--- config.mk ---
export PLATFORM = sky130hd
export DESIGN_NAME = sync_word_detector
export DESIGN_NICKNAME = d
export VERILOG_FILES = /design/src/rtl/sdet_pkg.sv /design/src/rtl/sdet_window.sv /design/src/rtl/sdet_mismatch.sv /design/src/rtl/sync_word_detector.sv
export SDC_FILE = /design/constraint.sdc
export NUM_CORES = 1
export LEC_CHECK = 0
export ABC_AREA = 1
export BUFFER_PORTS_ARGS = -buffer_cell sky130_fd_sc_hd__buf_2
export CAP_MARGIN = 20
export CORE_MARGIN = 3
export CORE_UTILIZATION = 53
export CTS_BUF_LIST = sky130_fd_sc_hd__clkbuf_4 sky130_fd_sc_hd__clkbuf_8 sky130_fd_sc_hd__clkbuf_16
export CTS_CLUSTER_DIAMETER = 150
export CTS_CLUSTER_SIZE = 14
export DETAILED_ROUTE_END_ITERATION = 10
export PLACE_DENSITY = 0.77
export SYNTH_ARGS = -nofsm -noshare
export SYNTH_HDL_FRONTEND = slang
export SYNTH_HIERARCHICAL = 1
export SYNTH_SLANG_ARGS = --single-unit
--- constraint.sdc ---
create_clock -name clk -period 7.8 [get_ports clk]
set_input_delay 2.34 -clock clk [delete_from_list [all_inputs] [get_ports clk]]
set_output_delay 2.34 -clock clk [all_outputs]
set_load 0.03 [all_outputs]
--- src/rtl/sdet_pkg.sv ---
`timescale 1ns/1ps
package sdet_pkg;
  // number of compared bits for a given length select
  function automatic int unsigned active_bits(int unsigned sel, int unsigned byte_w);
    return (sel + 1) * byte_w;
  endfunction
endpackage

--- src/rtl/sdet_window.sv ---
`timescale 1ns/1ps
module sdet_window #(
  parameter int PAT_W = 32,
  parameter int CNT_W = 6
) (
  input  logic             clk,
  input  logic             rst,
  input  logic             shift_en,
  input  logic             clear_fill,
  input  logic             bit_i,
  output logic [PAT_W-1:0] next_win_o,
  output logic [CNT_W-1:0] fill_o
);
  logic [PAT_W-1:0] win_q;
  logic [CNT_W-1:0] fill_q;

  assign next_win_o = {win_q[PAT_W-2:0], bit_i};
  assign fill_o     = fill_q;

  always_ff @(posedge clk) begin
    if (rst) begin
      win_q  <= '0;
      fill_q <= '0;
    end else begin
      if (shift_en) win_q <= next_win_o;
      if (clear_fill) fill_q <= '0;
      else if (shift_en && fill_q != CNT_W'(PAT_W)) fill_q <= fill_q + 1'b1;
    end
  end
endmodule

--- src/rtl/sdet_mismatch.sv ---
`timescale 1ns/1ps
module sdet_mismatch #(
  parameter int BYTE_W    = 8,
  parameter int NUM_BYTES = 4,
  parameter int CNT_W     = 6,
  localparam int PAT_W    = BYTE_W * NUM_BYTES,
  localparam int LSEL_W   = $clog2(NUM_BYTES),
  localparam int SH_W     = $clog2(PAT_W)
) (
  input  logic [PAT_W-1:0]  win_i,
  input  logic [PAT_W-1:0]  pattern_i,
  input  logic [LSEL_W-1:0] len_sel_i,
  output logic [CNT_W-1:0]  miss_o
);
  localparam logic [LSEL_W-1:0] LANE_MAX = LSEL_W'(NUM_BYTES - 1);

  logic [PAT_W-1:0] mask, aligned, diff;
  logic [SH_W-1:0]  shamt;

  // lane j holds window bits [j*BYTE_W +: BYTE_W], lane 0 most recent
  for (genvar j = 0; j < NUM_BYTES; j++) begin : g_lane
    assign mask[j*BYTE_W +: BYTE_W] =
      (LSEL_W'(j) <= len_sel_i) ? {BYTE_W{1'b1}} : {BYTE_W{1'b0}};
  end

  // leading pattern bytes are moved down to line up with the newest bits
  always_comb begin
    shamt   = SH_W'(BYTE_W) * SH_W'(LANE_MAX - len_sel_i);
    aligned = pattern_i >> shamt;
    diff    = (win_i ^ aligned) & mask;
  end

  always_comb begin
    miss_o = '0;
    for (int i = 0; i < PAT_W; i++) miss_o = miss_o + CNT_W'(diff[i]);
  end
endmodule

--- src/rtl/sync_word_detector.sv ---
`timescale 1ns/1ps
module sync_word_detector #(
  parameter int BYTE_W    = 8,
  parameter int NUM_BYTES = 4,
  parameter int TOL_W     = 2,
  localparam int PAT_W    = BYTE_W * NUM_BYTES,
  localparam int LSEL_W   = $clog2(NUM_BYTES),
  localparam int CNT_W    = $clog2(PAT_W + 2)
) (
  input  logic              clk,
  input  logic              rst,
  input  logic              bitclk_en,
  input  logic              det_en,
  input  logic              sdata,
  input  logic [LSEL_W-1:0] len_sel,
  input  logic [TOL_W-1:0]  tol_sel,
  input  logic [PAT_W-1:0]  pattern,
  output logic              det_o
);
  logic             active, fire;
  logic [PAT_W-1:0] next_win;
  logic [CNT_W-1:0] fill, miss, need;

  assign active = bitclk_en & det_en;

  sdet_window #(.PAT_W(PAT_W), .CNT_W(CNT_W)) win_i (
    .clk(clk), .rst(rst), .shift_en(active), .clear_fill(!active || fire),
    .bit_i(sdata), .next_win_o(next_win), .fill_o(fill)
  );

  sdet_mismatch #(.BYTE_W(BYTE_W), .NUM_BYTES(NUM_BYTES), .CNT_W(CNT_W)) cmp_i (
    .win_i(next_win), .pattern_i(pattern), .len_sel_i(len_sel), .miss_o(miss)
  );

  always_comb begin
    need = CNT_W'(sdet_pkg::active_bits(int'(len_sel), BYTE_W));
    fire = active && ((fill + 1'b1) >= need) && (miss <= CNT_W'(tol_sel));
  end

  always_ff @(posedge clk) begin
    if (rst) det_o <= 1'b0;
    else     det_o <= fire;
  end
endmodule

# Word level (Yosys, flattened, before mapping)
# Index checks and enable logic that the tools add are counted.
word_totals:
  ff_bits: 38
  latchBits: 0
  mem_bits_rw: 0
  romBits: 0
  input_bits: 41
  wordCells: 58
  n_memories: 0
classes:
  n_addsub: 34
  mul: 0
  div: 0
  n_lt_le_gt_ge: 6
  eq_ne: 1
  shifts: 1
  n_mux: 4
  bitwise_logic: 3
  reduce_logical: 6
op_table:
  columns: ["cell", "count"]
  rows:
  - ["$add A6 B1 Y6", 30]
  - ["$and A32 B32 Y32", 1]
  - ["$mux W8", 4]
  - ["$shr A32 B5 Y32", 1]
  - ["$xor A32 B32 Y32", 1]
  - ["$add A6 B1 Y6 const B", 1]
  - ["$ge A6 B6 Y1", 1]
  - ["$le A6 B2 Y1", 1]
  - ["$ne A6 B6 Y1 const B", 1]
  - ["$le A1 B2 Y1 const A", 2]
  - ["$le A2 B2 Y1 const A", 2]
  - ["$add A2 B1 Y3 const B", 1]
  - ["$logic_and A1 B1 Y1", 3]
  - ["$add A1 B1 Y2", 1]
  - ["$reduce_or A2 Y1", 1]
  - ["$sub A2 B2 Y2 const A", 1]
  - ["$and A1 B1 Y1", 1]
  - ["$logic_not A1 Y1", 1]
  - ["$logic_or A1 B1 Y1", 1]

# Depth between registers and ports, before layout
# Gate-level depths: netlist (run 1).
logic_depth:
  word_depth: 39
  depth_mapped: 31
  depth_no_buf: 30

# Modules after synthesis
# Netlist (run 1), hierarchy kept.
modules_own_cells:
  columns: ["mod", "instances", "cells_per_inst", "area_per_inst_um2"]
  rows:
  - ["sdet_mismatch", 1, 277, 1699.1]
  - ["sdet_window", 1, 184, 1411.4]
  - ["sync_word_detector", 1, 45, 276.5]

# Worst setup path before layout (run 1)
# Ideal clock, no wire load.
synth_path:
  path_kind: "input -> register"
  from: "input len_sel[0]"
  to: "register win_i.fill_q[0] (netlist: win_i/fill_o[0])"
  setup_time_ns: 0.070
  arrival_time_ns: 7.881
  t_required_ns: 7.730
  setup_slack_ns: -0.150
  path_stages: 29
  cell_sequence: "inv_2 buf_2 nand2_1 nand2_1 nand2_1 nand3_1 nand2_1 fa_1 inv_1 fa_1 fa_1 fa_1 inv_1 fa_1 inv_1 fa_1 inv_1 ha_1 fa_1 ha_1 nand2_1 inv_1 a21oi_1 nor2_1 nand2_1 nand2_1 nor2_1 inv_1 a21oi_1"
synth_via:
  elab_chain_len: 39
  word_cells_on_any_way: 50
  cone_classes: "add/sub (33); order compare (6); shift (1); mux (4); bitwise (2); reduce/logical (4)"
synth_lines:
  columns: ["item", "line", "source"]
  rows:
  - ["start: declaration", "sync_word_detector.sv:15", "input logic [LSEL_W-1:0] len_sel,"]
  - ["$sub A2 B2 Y2", "sdet_mismatch.sv:28", "shamt = SH_W'(BYTE_W) * SH_W'(LANE_MAX - len_sel_i);"]
  - ["$shr A32 B5 Y32", "sdet_mismatch.sv:29", "aligned = pattern_i >> shamt;"]
  - ["$xor A32 B32 Y32", "sdet_mismatch.sv:30", "diff = (win_i ^ aligned) & mask;"]
  - ["$and A32 B32 Y32 (*)", "sdet_mismatch.sv:30", null]
  - ["$add A1 B1 Y2", "sdet_mismatch.sv:35", "for (int i = 0; i < PAT_W; i++) miss_o = miss_o + CNT_W'(diff[i]);"]
  - ["$add A6 B1 Y6 (29 in series)", "sdet_mismatch.sv:35", null]
  - ["$add A6 B1 Y6 (*)", "sdet_mismatch.sv:35", null]
  - ["named net miss[1]", "sync_word_detector.sv:22", "logic [CNT_W-1:0] fill, miss, need;"]
  - ["$le A6 B2 Y1 (*)", "sync_word_detector.sv:37", "fire = active && ((fill + 1'b1) >= need) && (miss <= CNT_W'(tol_sel));"]
  - ["$logic_and A1 B1 Y1 (*)", "sync_word_detector.sv:37", null]
  - ["$logic_or A1 B1 Y1 (*)", "sync_word_detector.sv:27", ".clk(clk), .rst(rst), .shift_en(active), .clear_fill(!active || fire),"]
  - ["$reduce_or A2 Y1 (no source line) (*)", null, null]
  - ["end signal: assignment", "sdet_window.sv:27", "else if (shift_en && fill_q != CNT_W'(PAT_W)) fill_q <= fill_q + 1'b1;"]
  - ["end: declaration", "sdet_window.sv:15", "logic [CNT_W-1:0] fill_q;"]
# Mark *: on every way through the listed nets, which the timed path passes. The rest lies on a longest branch.
# A chain may end at the register's enable or synchronous reset.

# Final worst setup path (run 1)
layout_path:
  from: "input len_sel[0]"
  to: "register win_i.fill_q[4] (netlist: win_i/fill_o[4])"
# Same word-level chain as after synthesis.

==> flow_metrics.env, run 1 <==
export IMPL_outcome="complete, no violations"
export IMPL_die_area_um2=7390
export IMPL_netlist_area_um2=3390
export IMPL_slew_viol_final=0
export IMPL_worst_pin_slew_ns=1.06
export IMPL_netlist_instances=506
export IMPL_hold_buffers=0
export IMPL_cts_buffer_depth=2
export IMPL_wire_per_inst_um=14.3
export IMPL_power_leakage_nw=2.10
export IMPL_areaGrowthSynthToFinish_pct=22.6
export IMPL_cts_tree="built"
export IMPL_vias=3536
export IMPL_port_buffers=41
export IMPL_synth_area_per_cell_um2=6.69
export IMPL_crit_path_max_fanout=6
export IMPL_reg2regPathDepth=24
export IMPL_cp_arrival_ns=7.97
export IMPL_grt_pass1_wl_um=15600
export IMPL_htreeDepth=2
export IMPL_max_stage_delay_ns=0.57
export IMPL_die_h_um=85.9
export IMPL_viasPerCell=5.44
export IMPL_ys_seq_elements=38
export IMPL_core_area_um2=6060
export IMPL_yosysWarnings=6
export IMPL_grt_usage=0.264
export IMPL_hold_class="flip-flop to flip-flop"
export IMPL_maxCapViolCount=0
export IMPL_clk_pin_slew_ns=0.08
export IMPL_final_cell_area_um2=4150
export IMPL_fin_hold_ws_ns=0.524
export IMPL_p_total_mw=1.49
export IMPL_ant_nets=0
export IMPL_grt_antenna_before_repair=0
export IMPL_routabilityCongestion=0.898
export IMPL_cts_sinks=38
export IMPL_critPathLaunchType="input port"
export IMPL_syn_nets=586
export IMPL_required_ns=8.03
export IMPL_ir_worst_vdd_mv=0.338
export IMPL_grt_pass1_vias=3365
export IMPL_start_util=0.559
export IMPL_power_density_nw_per_um2=358
export IMPL_drt_iter0_markers=205
export IMPL_drc=0
export IMPL_num_antenna_cells=0
export IMPL_routed_wl_um=9300
export IMPL_period_minus_slack_ns=7.74
export IMPL_place_area_um2=3830
export IMPL_globalRouteOverflowTotal=0
export IMPL_finClkSkew_ns=0.00831
export IMPL_finalHoldViolations=0
export IMPL_synth_cell_types=24
export IMPL_end_kind="flip-flop"
export IMPL_numCtsBuffers=5
export IMPL_fmax_mhz=129
export IMPL_crit_family="adder cells"
export IMPL_nets=654
export IMPL_cpMostUsedCell="fa_1"
export IMPL_grt_max_degree=43
export IMPL_num_io_pins=42
export IMPL_criticalPathCategory="input port to flip-flop"
export IMPL_dpl_hpwl_um=7020
export IMPL_setup_viol=0
export IMPL_worst_skew_pair_late_latency_ns=0.30
export IMPL_crit_buf_inv=8
export IMPL_drive_gt1_frac=0.240
export IMPL_rows=28
export IMPL_root_buffer="clkbuf_8"
export IMPL_worst_path_stages=31
export IMPL_synth_seq_area_share=0.225
export IMPL_die_w_um=85.9
export IMPL_relSlewSlack=0.295
export IMPL_cpMaxStageDelayCell="fa_2"
export IMPL_first_pass_iters=5
export IMPL_whs_path_depth=2
export IMPL_final_min_period_over_clock_period=0.993
export IMPL_rsz0062_at_grt="yes"
[kinds of logic after synthesis]
logic type,after synthesis,synth area share
buffers and inverters,94,0.119
AO/OA/AOI/OAI,81,0.123
XOR/XNOR,7,0.0181
adder cells (fa/ha/maj),39,0.197
AND/OR/NAND/NOR,247,0.318
flip-flops,38,0.225
[repair_timing]
| action | in CTS | in global routing |
|---|---|---|
| endpoints found under the setup margin | 7 | 7 |
| hold endpoints to repair | 0 | 0 |
| pin swaps | 27 | 14 |
| gates resized for setup | 36 | 16 |
| setup buffers | 6 | 1 |
[worst min-delay path: cells and delay by family, from the launching register on]
family / cells / cell delay (ns)
flip-flops: 1 / 0.33
AND/OR/NAND/NOR: 2 / 0.15
[routing by layer]
metal  wire length (um)  vias up  track usage
li1                   -     1737            -
met1               3870     1636        0.340
met2               4540      140        0.441
met3                597       23       0.0423
met4                289        0        0.104
met5                  0        -            0
[worst paths after layout]
path | to | slack (ns) | startpoint
max | win_i/fill_o[4] | 0.06 | len_sel[0]
min reg2reg | win_i/win_q[4] | 0.52 | win_i/win_q[3]
max reg2reg | win_i/fill_o[4] | 2.18 | win_i/win_q[8]
min | win_i/win_q[4] | 0.52 | win_i/win_q[3]
[flip-flops by register name (all words and copies together) (netlist names)]
signal	cells
det_o	1
win_i/fill_o	6
win_i/win_q	31
[layout by cell type, fill, tap and decap left out, types with 13 or more instances in the layout]
cell	instances
nand2_1	87
nor2_1	78
inv_1	70
nand3_1	44
buf_2	39
dfxtp_1	38
buf_4	35
o21ai_0	34
fa_1	23
a21oi_1	19
a21oi_2	14
ha_1	13
o21ai_1	13
[per-stage QoR]
| stage | setup TNS, ns | instances | utilization | setup slack (ns) |
|---|---|---|---|---|
| finish | 0 | 650 | 0.685 | 0.0581 |
| global route | -0.721 | 650 | 0.685 | -0.139 |
| CTS | -0.0382 | 649 | 0.674 | -0.0221 |
| detailed placement | -3.08 | 635 | 0.633 | -0.486 |
| global placement | -2.50 | 635 | 0.633 | -0.392 |
| floorplan | 0 | 506 | - | 0.000373 |
[area by class of cell]
type | instances | area, um^2
Clock buffer | 6 | 82.6
Multi-Input combinational cell | 374 | 2370
Clock inverter | 2 | 12.5
Sequential cell | 38 | 761
Inverter | 76 | 290
Timing Repair Buffer | 79 | 548
Tap cell | 75 | 93.8
Fill cell | 526 | 1910
[cell usage after synthesis (all sizes together)]
| library cell | number | area, um^2 |
|---|---|---|
| fa | 24 | 480 |
| nand3 | 51 | 270 |
| nor2 | 87 | 357 |
| xor2 | 5 | 43.8 |
| a21oi | 33 | 176 |
| nand2 | 98 | 380 |
| nand4 | 11 | 68.8 |
| dfxtp | 38 | 761 |
| xnor2 | 2 | 17.5 |
| buf | 13 | 100 |
| inv | 76 | 285 |
| o21ai | 48 | 240 |
| clkbuf | 5 | 18.8 |
| ha | 15 | 188 |
[where the power goes]
| part | internal [mW] | switching (mW) | total (mW) | leakage [nW] |
|---|---|---|---|---|
| Combinational | 0.509 | 0.616 | 1.13 | 1.75 |
| Sequential | 0.205 | 0.0116 | 0.217 | 0.312 |
| Clock | 0.0712 | 0.0755 | 0.147 | 0.0472 |
| Total | 0.785 | 0.703 | 1.49 | 2.10 |
Power figures use the tool's default switching activity.
==> inputs of run 2 (changes only) <==
--- a/config.mk
+++ b/config.mk
@@ -8,13 +8,15 @@
 export ABC_AREA = 1
 export BUFFER_PORTS_ARGS = -buffer_cell sky130_fd_sc_hd__buf_2
 export CAP_MARGIN = 20
+export CELL_PAD_IN_SITES_DETAIL_PLACEMENT = 1
+export CELL_PAD_IN_SITES_GLOBAL_PLACEMENT = 1
 export CORE_MARGIN = 3
-export CORE_UTILIZATION = 53
+export CORE_UTILIZATION = 38
 export CTS_BUF_LIST = sky130_fd_sc_hd__clkbuf_4 sky130_fd_sc_hd__clkbuf_8 sky130_fd_sc_hd__clkbuf_16
 export CTS_CLUSTER_DIAMETER = 150
 export CTS_CLUSTER_SIZE = 14
 export DETAILED_ROUTE_END_ITERATION = 10
-export PLACE_DENSITY = 0.77
+export PLACE_DENSITY_LB_ADDON = 0.1
 export SYNTH_ARGS = -nofsm -noshare
 export SYNTH_HDL_FRONTEND = slang
 export SYNTH_HIERARCHICAL = 1
==> run 2 against run 1 <==
  * Sequential cell count did not move
  * Die area rose by 37%
  * Design area rose by 4.8%
  * Highest routed layer unchanged
  * Hold slack improved by 0.0062 ns
  * Largest cell class unchanged
  * Critical path type unchanged
  * Critical endpoint unchanged
==> flow_metrics.env, run 2 (synthesis results as in run 1) <==
export IMPL_relSlewSlack=0.406
export IMPL_clk_pin_slew_ns=0.09
export IMPL_root_buffer="clkbuf_8"
export IMPL_largest_register="win_i/win_q"
export IMPL_start_util=0.402
export IMPL_place_area_um2=3870
export IMPL_htreeDepth=2
export IMPL_finalHoldViolations=0
export IMPL_grt_max_degree=43
export IMPL_cpMostUsedCell="fa_1"
export IMPL_final_cell_mix="nand2_1 (83), nor2_1 (77), inv_1 (63), nand3_1 (45), buf_2 (39)"
export IMPL_startpoint="len_sel[0]"
export IMPL_cp_arrival_ns=7.97
export IMPL_fmax_mhz=129
export IMPL_cpMaxStageDelayCell="fa_1"
export IMPL_core_area_um2=8420
export IMPL_setup_viol=0
export IMPL_rr_startpoint="win_i/win_q[22]"
export IMPL_final_common_cell="nand2_1"
export IMPL_drt_iter0_markers=100
export IMPL_num_io_pins=42
export IMPL_globalRouteOverflowTotal=0
export IMPL_slew_viol_final=0
export IMPL_outcome="complete, no violations"
export IMPL_dpl_hpwl_um=8790
export IMPL_drc=0
export IMPL_finClkSkew_ns=0.00405
export IMPL_numCtsBuffers=5
export IMPL_rsz0062_at_grt="yes"
export IMPL_cts_buffer_depth=2
export IMPL_critPathLaunchType="input port"
export IMPL_largest_reg_flops=31
export IMPL_worst_skew_pair_late_latency_ns=0.30
export IMPL_drive_gt1_frac=0.274
export IMPL_period_minus_slack_ns=7.73
export IMPL_grt_usage=0.241
export IMPL_worst_pin_slew_ns=0.890
export IMPL_utilization=0.517
export IMPL_routabilityCongestion=0.874
export IMPL_cts_sinks=38
export IMPL_rows=33
export IMPL_die_w_um=100
export IMPL_ant_nets=0
export IMPL_die_area_um2=10100
export IMPL_criticalPathCategory="input port to flip-flop"
export IMPL_num_antenna_cells=0
export IMPL_power_density_nw_per_um2=389
export IMPL_final_min_period_over_clock_period=0.991
export IMPL_required_ns=8.04
export IMPL_ff2ff_setup_slack_ns=2.21
export IMPL_power_leakage_nw=2.17
export IMPL_nets=662
export IMPL_routed_wl_um=11400
export IMPL_maxCapViolCount=0
export IMPL_fillers=1121
export IMPL_crit_path_max_fanout=7
export IMPL_viasPerCell=5.26
export IMPL_die_h_um=100
export IMPL_first_pass_iters=4
export IMPL_vias=3619
export IMPL_ir_worst_vdd_mv=0.518
export IMPL_wire_per_inst_um=16.6
export IMPL_hold_buffers=0
export IMPL_final_cell_area_um2=4350
export IMPL_max_stage_delay_ns=0.56
export IMPL_port_buffers=41
export IMPL_grt_antenna_before_repair=0
export IMPL_areaGrowthSynthToFinish_pct=28.5
export IMPL_grt_pass1_wl_um=19000
export IMPL_cts_tree="built"
export IMPL_worstHoldStart="win_i/win_q[23]"
export IMPL_end_kind="flip-flop"
export IMPL_hold_class="flip-flop to flip-flop"
export IMPL_grt_pass1_vias=3777
==> run 2: cell types whose count changed in the layout (fill, tap and decap cells not counted), moves of 3 or more <==
cell,delta
inv_1,-7
buf_6,+6
inv_2,+5
o21ai_1,-5
nand2_1,-4
nand2_2,+4
buf_4,+3
inv_4,+3
o21ai_2,+3
==> run 2: layout make-up <==
cell class                 count  area [um^2]  area share
tap                          105          131      0.0302
clock buffer                   5         68.8      0.0158
timing repair buffer          87          626       0.144
clock inverter                 3         68.8      0.0158
inverter                      76          293      0.0673
sequential                    38          761       0.175
multi-input combinational    374         2400       0.552
==> run 2: path summary, 6_finish.rpt <==
path                     endpoint  cells after the start
hold / removal    win_i/win_q[24]                      2
setup / recovery  win_i/fill_o[4]                     30
hold reg to reg   win_i/win_q[24]                      2
setup reg to reg  win_i/fill_o[4]                     25
==> run 2: worst max-delay path, delay by kind of cell <==
family                   cells  cell delay [ns]
buffers and inverters        9             0.62
adder cells (fa/ha/maj)      9             4.00
AO/OA/AOI/OAI                5             0.48
AND/OR/NAND/NOR              7             0.52
==> run 2: metal layers <==
metal | routed length [um] | share of wire | GRT usage
met4 | 372 | 0.033 | 0.0736
met2 | 5510 | 0.48 | 0.430
met1 | 5080 | 0.44 | 0.300
met5 | 0 | 0 | 0
met3 | 455 | 0.040 | 0.0320
==> run 2: per-stage QoR <==
step	std cells	total power [mW]	setup TNS [ns]	setup WS (ns)	hold slack, ns
2_1_floorplan	506	0.911	0	0.000373	0.480
3_3_place_gp	666	1.13	-3.14	-0.468	0.500
3_5_place_dp	666	1.20	-4.03	-0.610	0.521
4_1_cts	685	1.55	-0.273	-0.0685	0.536
5_1_grt	688	1.87	-0.602	-0.124	0.564
6_report	688	1.69	0	0.0706	0.530
==> run 2: where the power goes <==
group / internal [mW] / total [mW] / switching, mW / leakage, nW
logic: 0.576 / 1.26 / 0.683 / 1.79
registers: 0.205 / 0.218 / 0.0131 / 0.312
clock network: 0.128 / 0.215 / 0.0865 / 0.0683
total: 0.910 / 1.69 / 0.782 / 2.17
==> run 2: repair_timing <==
action | 4_1_cts | 5_1_grt
setup endpoints to repair | 7 | 7
resized for setup | 39 | 31
buffers inserted | 12 | 2
pin swaps | 29 | 18
==> inputs of run 3 (changes only) <==
--- a/config.mk
+++ b/config.mk
@@ -5,18 +5,17 @@
 export SDC_FILE = /design/constraint.sdc
 export NUM_CORES = 1
 export LEC_CHECK = 0
-export ABC_AREA = 1
 export BUFFER_PORTS_ARGS = -buffer_cell sky130_fd_sc_hd__buf_2
 export CAP_MARGIN = 20
 export CELL_PAD_IN_SITES_DETAIL_PLACEMENT = 1
 export CELL_PAD_IN_SITES_GLOBAL_PLACEMENT = 1
 export CORE_MARGIN = 3
-export CORE_UTILIZATION = 38
-export CTS_BUF_LIST = sky130_fd_sc_hd__clkbuf_4 sky130_fd_sc_hd__clkbuf_8 sky130_fd_sc_hd__clkbuf_16
+export CORE_UTILIZATION = 41
 export CTS_CLUSTER_DIAMETER = 150
 export CTS_CLUSTER_SIZE = 14
 export DETAILED_ROUTE_END_ITERATION = 10
 export PLACE_DENSITY_LB_ADDON = 0.1
+export SETUP_SLACK_MARGIN = 0.15
 export SYNTH_ARGS = -nofsm -noshare
 export SYNTH_HDL_FRONTEND = slang
 export SYNTH_HIERARCHICAL = 1
==> run 3 against run 2 <==
  * Largest cell class unchanged
  * Cell count is 26% lower
  * Worst setup slack worse by 0.19 ns
  * Clock skew is 0.00064 ns higher
  * Clock-buffer cell count is 1 higher
  * Non-clock buffer count is 13 lower
  * Core utilization is 2.2 points higher
  * Sequential cell count stayed put
  * Power is 18% lower
  * Area after synthesis is 3.3% lower
  * The flow now finishes with violations (negative setup slack)
  * Sequential share of layout area is 1.4 points higher
==> flow_metrics.env, run 3 <==
export IMPL_outcome="finished, violations left"
export IMPL_violations="negative setup slack"
export IMPL_cpMaxStageDelayCell="fa_1"
export IMPL_htreeDepth=2
export IMPL_multi_input_area_um2=2400
export IMPL_synthTopCellsByCount="mux2i_1 (63), nor2_1 (42), dfxtp_1 (38)"
export IMPL_yosysMostFrequentCell="mux2i_1"
export IMPL_netlist_instances=346
export IMPL_relSlewSlack=0.510
export IMPL_synth_main_ff_cell="dfxtp_1"
export IMPL_num_io_pins=42
export IMPL_ys_seq_elements=38
export IMPL_yosysWarnings=6
export IMPL_nets=490
export IMPL_rsz0062_at_grt="yes"
export IMPL_areaGrowthSynthToFinish_pct=23.1
export IMPL_fin_hold_ws_ns=0.526
export IMPL_clk_pin_slew_ns=0.08
export IMPL_slew_viol_final=0
export IMPL_setup_slack_ns=-0.123
export IMPL_place_area_um2=3710
export IMPL_synth_seq_area_share=0.232
export IMPL_pwr_share_clk=0.106
export IMPL_port_buffers=41
export IMPL_cpMostUsedCell="fa_1"
export IMPL_cts_buffer_depth=2
export IMPL_die_h_um=95.4
export IMPL_syn_nets=426
export IMPL_first_pass_iters=4
export IMPL_ir_worst_vdd_mv=0.369
export IMPL_worstSetupEndpoint="win_i/fill_o[2]"
export IMPL_reg2regPathDepth=22
export IMPL_start_util=0.438
export IMPL_grt_pass1_wl_um=13600
export IMPL_met3_length_um=254
export IMPL_power_leakage_nw=1.82
export IMPL_rr_startpoint="win_i/win_q[8]"
export IMPL_regArea_um2=761
export IMPL_seq_power_share=0.142
export IMPL_root_buffer="clkbuf_8"
export IMPL_route_met2_wl_um=4240
export IMPL_dpl_hpwl_um=6750
export IMPL_cts_tree="built"
export IMPL_grt_usage=0.199
export IMPL_globalRouteOverflowTotal=0
export IMPL_ff2ff_setup_slack_ns=1.99
export IMPL_grt_pass1_vias=2694
export IMPL_finClkSkew_ns=0.00468
export IMPL_startpoint="len_sel[0]"
export IMPL_largest_register="win_i/win_q"
export IMPL_critPathLaunchType="input port"
export IMPL_period_minus_slack_ns=7.92
export IMPL_post_place_ws_ns=-0.589
export IMPL_grt_max_degree=38
export IMPL_worst_pin_slew_ns=0.735
export IMPL_switchingPower_mw=0.583
export IMPL_fillers=867
export IMPL_wire_per_inst_um=16.8
export IMPL_die_area_um2=9100
export IMPL_setup_viol=7
export IMPL_die_w_um=95.4
export IMPL_rows=31
export IMPL_final_cell_mix="mux2i_1 (58), nor2_1 (39), buf_2 (39), dfxtp_1 (38), inv_1 (32)"
export IMPL_cp_arrival_ns=8.10
export IMPL_routabilityCongestion=0.782
export IMPL_comb_power_share=0.752
export IMPL_numCtsBuffers=5
export IMPL_wl_met1_um=3930
export IMPL_num_antenna_cells=0
export IMPL_ant_nets=0
export IMPL_maxUsedRoutingLayer="met4"
export IMPL_async_reset_ff_frac=0
export IMPL_maxCapViolCount=0
export IMPL_synth_cell_types=36
export IMPL_vias=2530
export IMPL_finalHoldViolations=0
export IMPL_required_ns=7.97
export IMPL_drt_iter0_markers=41
export IMPL_yosys_area_top_type_share=0.232
export IMPL_hold_buffers=0
export IMPL_core_area_um2=7490
export IMPL_drc=0
export IMPL_largest_reg_flops=31
export IMPL_yosys_area_top_type="dfxtp_1"
export IMPL_viasPerCell=4.96
export IMPL_r2r_end="win_i/fill_o[2]"
export IMPL_final_min_period_over_clock_period=1.02
export IMPL_max_stage_delay_ns=0.57
export IMPL_synth_edff_count=0
export IMPL_final_cell_area_um2=4030
export IMPL_criticalPathCategory="input port to flip-flop"
export IMPL_cts_sinks=38
export IMPL_grt_antenna_before_repair=0
export IMPL_ys_top_cells_by_area="dfxtp_1 (23%), mux2i_1 (19%), fa_1 (15%), xnor2_1 (8.8%), ha_1 (5.7%)"
export IMPL_routed_wl_um=8590
export IMPL_final_common_cell="mux2i_1"
export IMPL_end_kind="flip-flop"
export IMPL_power_density_nw_per_um2=342
export IMPL_synth_area_per_cell_um2=9.47
export IMPL_hold_class="flip-flop to flip-flop"
export IMPL_swShare=0.422
export IMPL_fmax_mhz=126
export IMPL_netlist_area_um2=3280
export IMPL_intPower_mw=0.797
export IMPL_worst_skew_pair_late_latency_ns=0.29
export IMPL_drive_gt1_frac=0.280
export IMPL_crit_path_max_fanout=6
-- run 3: changes by cell type after synthesis, sizes merged, moves of 2 or more --
cell,change
a21o,+2
a21oi,-22
and2,+4
buf,-2
inv,-42
mux2i,+65
nand2,-72
nand3,-50
nand4,-9
nor2,-45
o21ai,-45
xnor2,+31
xor2,+11
-- run 3: area by class of cell --
cell class                      count  share of cell area
Clock buffer                        6              0.0205
Clock inverter                      2             0.00310
Inverter                           34              0.0317
Multi-Input combinational cell    257               0.596
Sequential cell                    38               0.189
Tap cell                           99              0.0307
Timing Repair Buffer               74               0.130
-- run 3: critical path: cells and delay by family --
family	cells	cell delay, ns
adders and majority gates	8	3.44
buffers and inverters	6	0.54
AOI/OAI and AO/OA	4	0.52
xor gates and xnor gates	2	0.26
muxes	2	0.39
and+or+nand+nor	3	0.59
-- run 3: power by group through the flow --
stage               logic [mW]  registers (mW)  clock network (mW)
finish                    1.04           0.196               0.146
global route              1.20           0.196               0.162
CTS                       1.00           0.196               0.151
detailed placement       0.873           0.201                   0
global placement         0.826           0.201                   0
floorplan                0.660           0.202                   0
-- run 3: kinds of logic (layout without fill, tap and decap cells) --
family / after synthesis / in the layout / share of synthesized area
AND/OR/NAND/NOR: 84 / 84 / 0.115
multiplexers: 65 / 65 / 0.201
buffers and inverters: 51 / 116 / 0.0787
XOR/XNOR: 49 / 49 / 0.131
adder cells (fa/ha/maj): 39 / 39 / 0.204
flip-flops: 38 / 38 / 0.232
AO/OA/AOI/OAI: 20 / 20 / 0.0378
-- run 3: metal layers --
metal / up-vias / GRT usage
li1: 1242 / -
met1: 1238 / 0.263
met2: 39 / 0.335
met3: 11 / 0.0284
met4: 0 / 0.0604
met5: - / 0
-- run 3: worst min-delay path by stage --
stage | start | endpoint | slack, ns | cells past startpoint
floorplan | win_i/win_q[30] | win_i/win_q[30] | 0.48 | 2
global placement | win_i/win_q[30] | win_i/win_q[30] | 0.50 | 2
detailed placement | win_i/win_q[30] | win_i/win_q[30] | 0.52 | 2
CTS | win_i/win_q[30] | win_i/win_q[30] | 0.54 | 2
global route | win_i/win_q[30] | win_i/win_q[30] | 0.57 | 2
finish | win_i/win_q[30] | win_i/win_q[30] | 0.53 | 2
-- run 3: stage by stage --
step           utilization  power [mW]  setup TNS (ns)  std cells
6_report             0.539        1.38          -0.727        510
5_1_grt              0.539        1.56           -2.47        510
4_1_cts              0.528        1.35          -0.847        506
3_5_place_dp         0.495        1.07           -3.80        494
3_3_place_gp         0.495        1.03           -3.02        494
2_1_floorplan            -       0.862          -0.423        346
-- run 3: what timing repair did --
| action | CTS | global route |
|---|---|---|
| cloned | 1 | 0 |
| endpoints found under the setup margin | 7 | 7 |
| pin swaps | 13 | 13 |
| resized for setup | 24 | 9 |
| setup buffers | 3 | 3 |
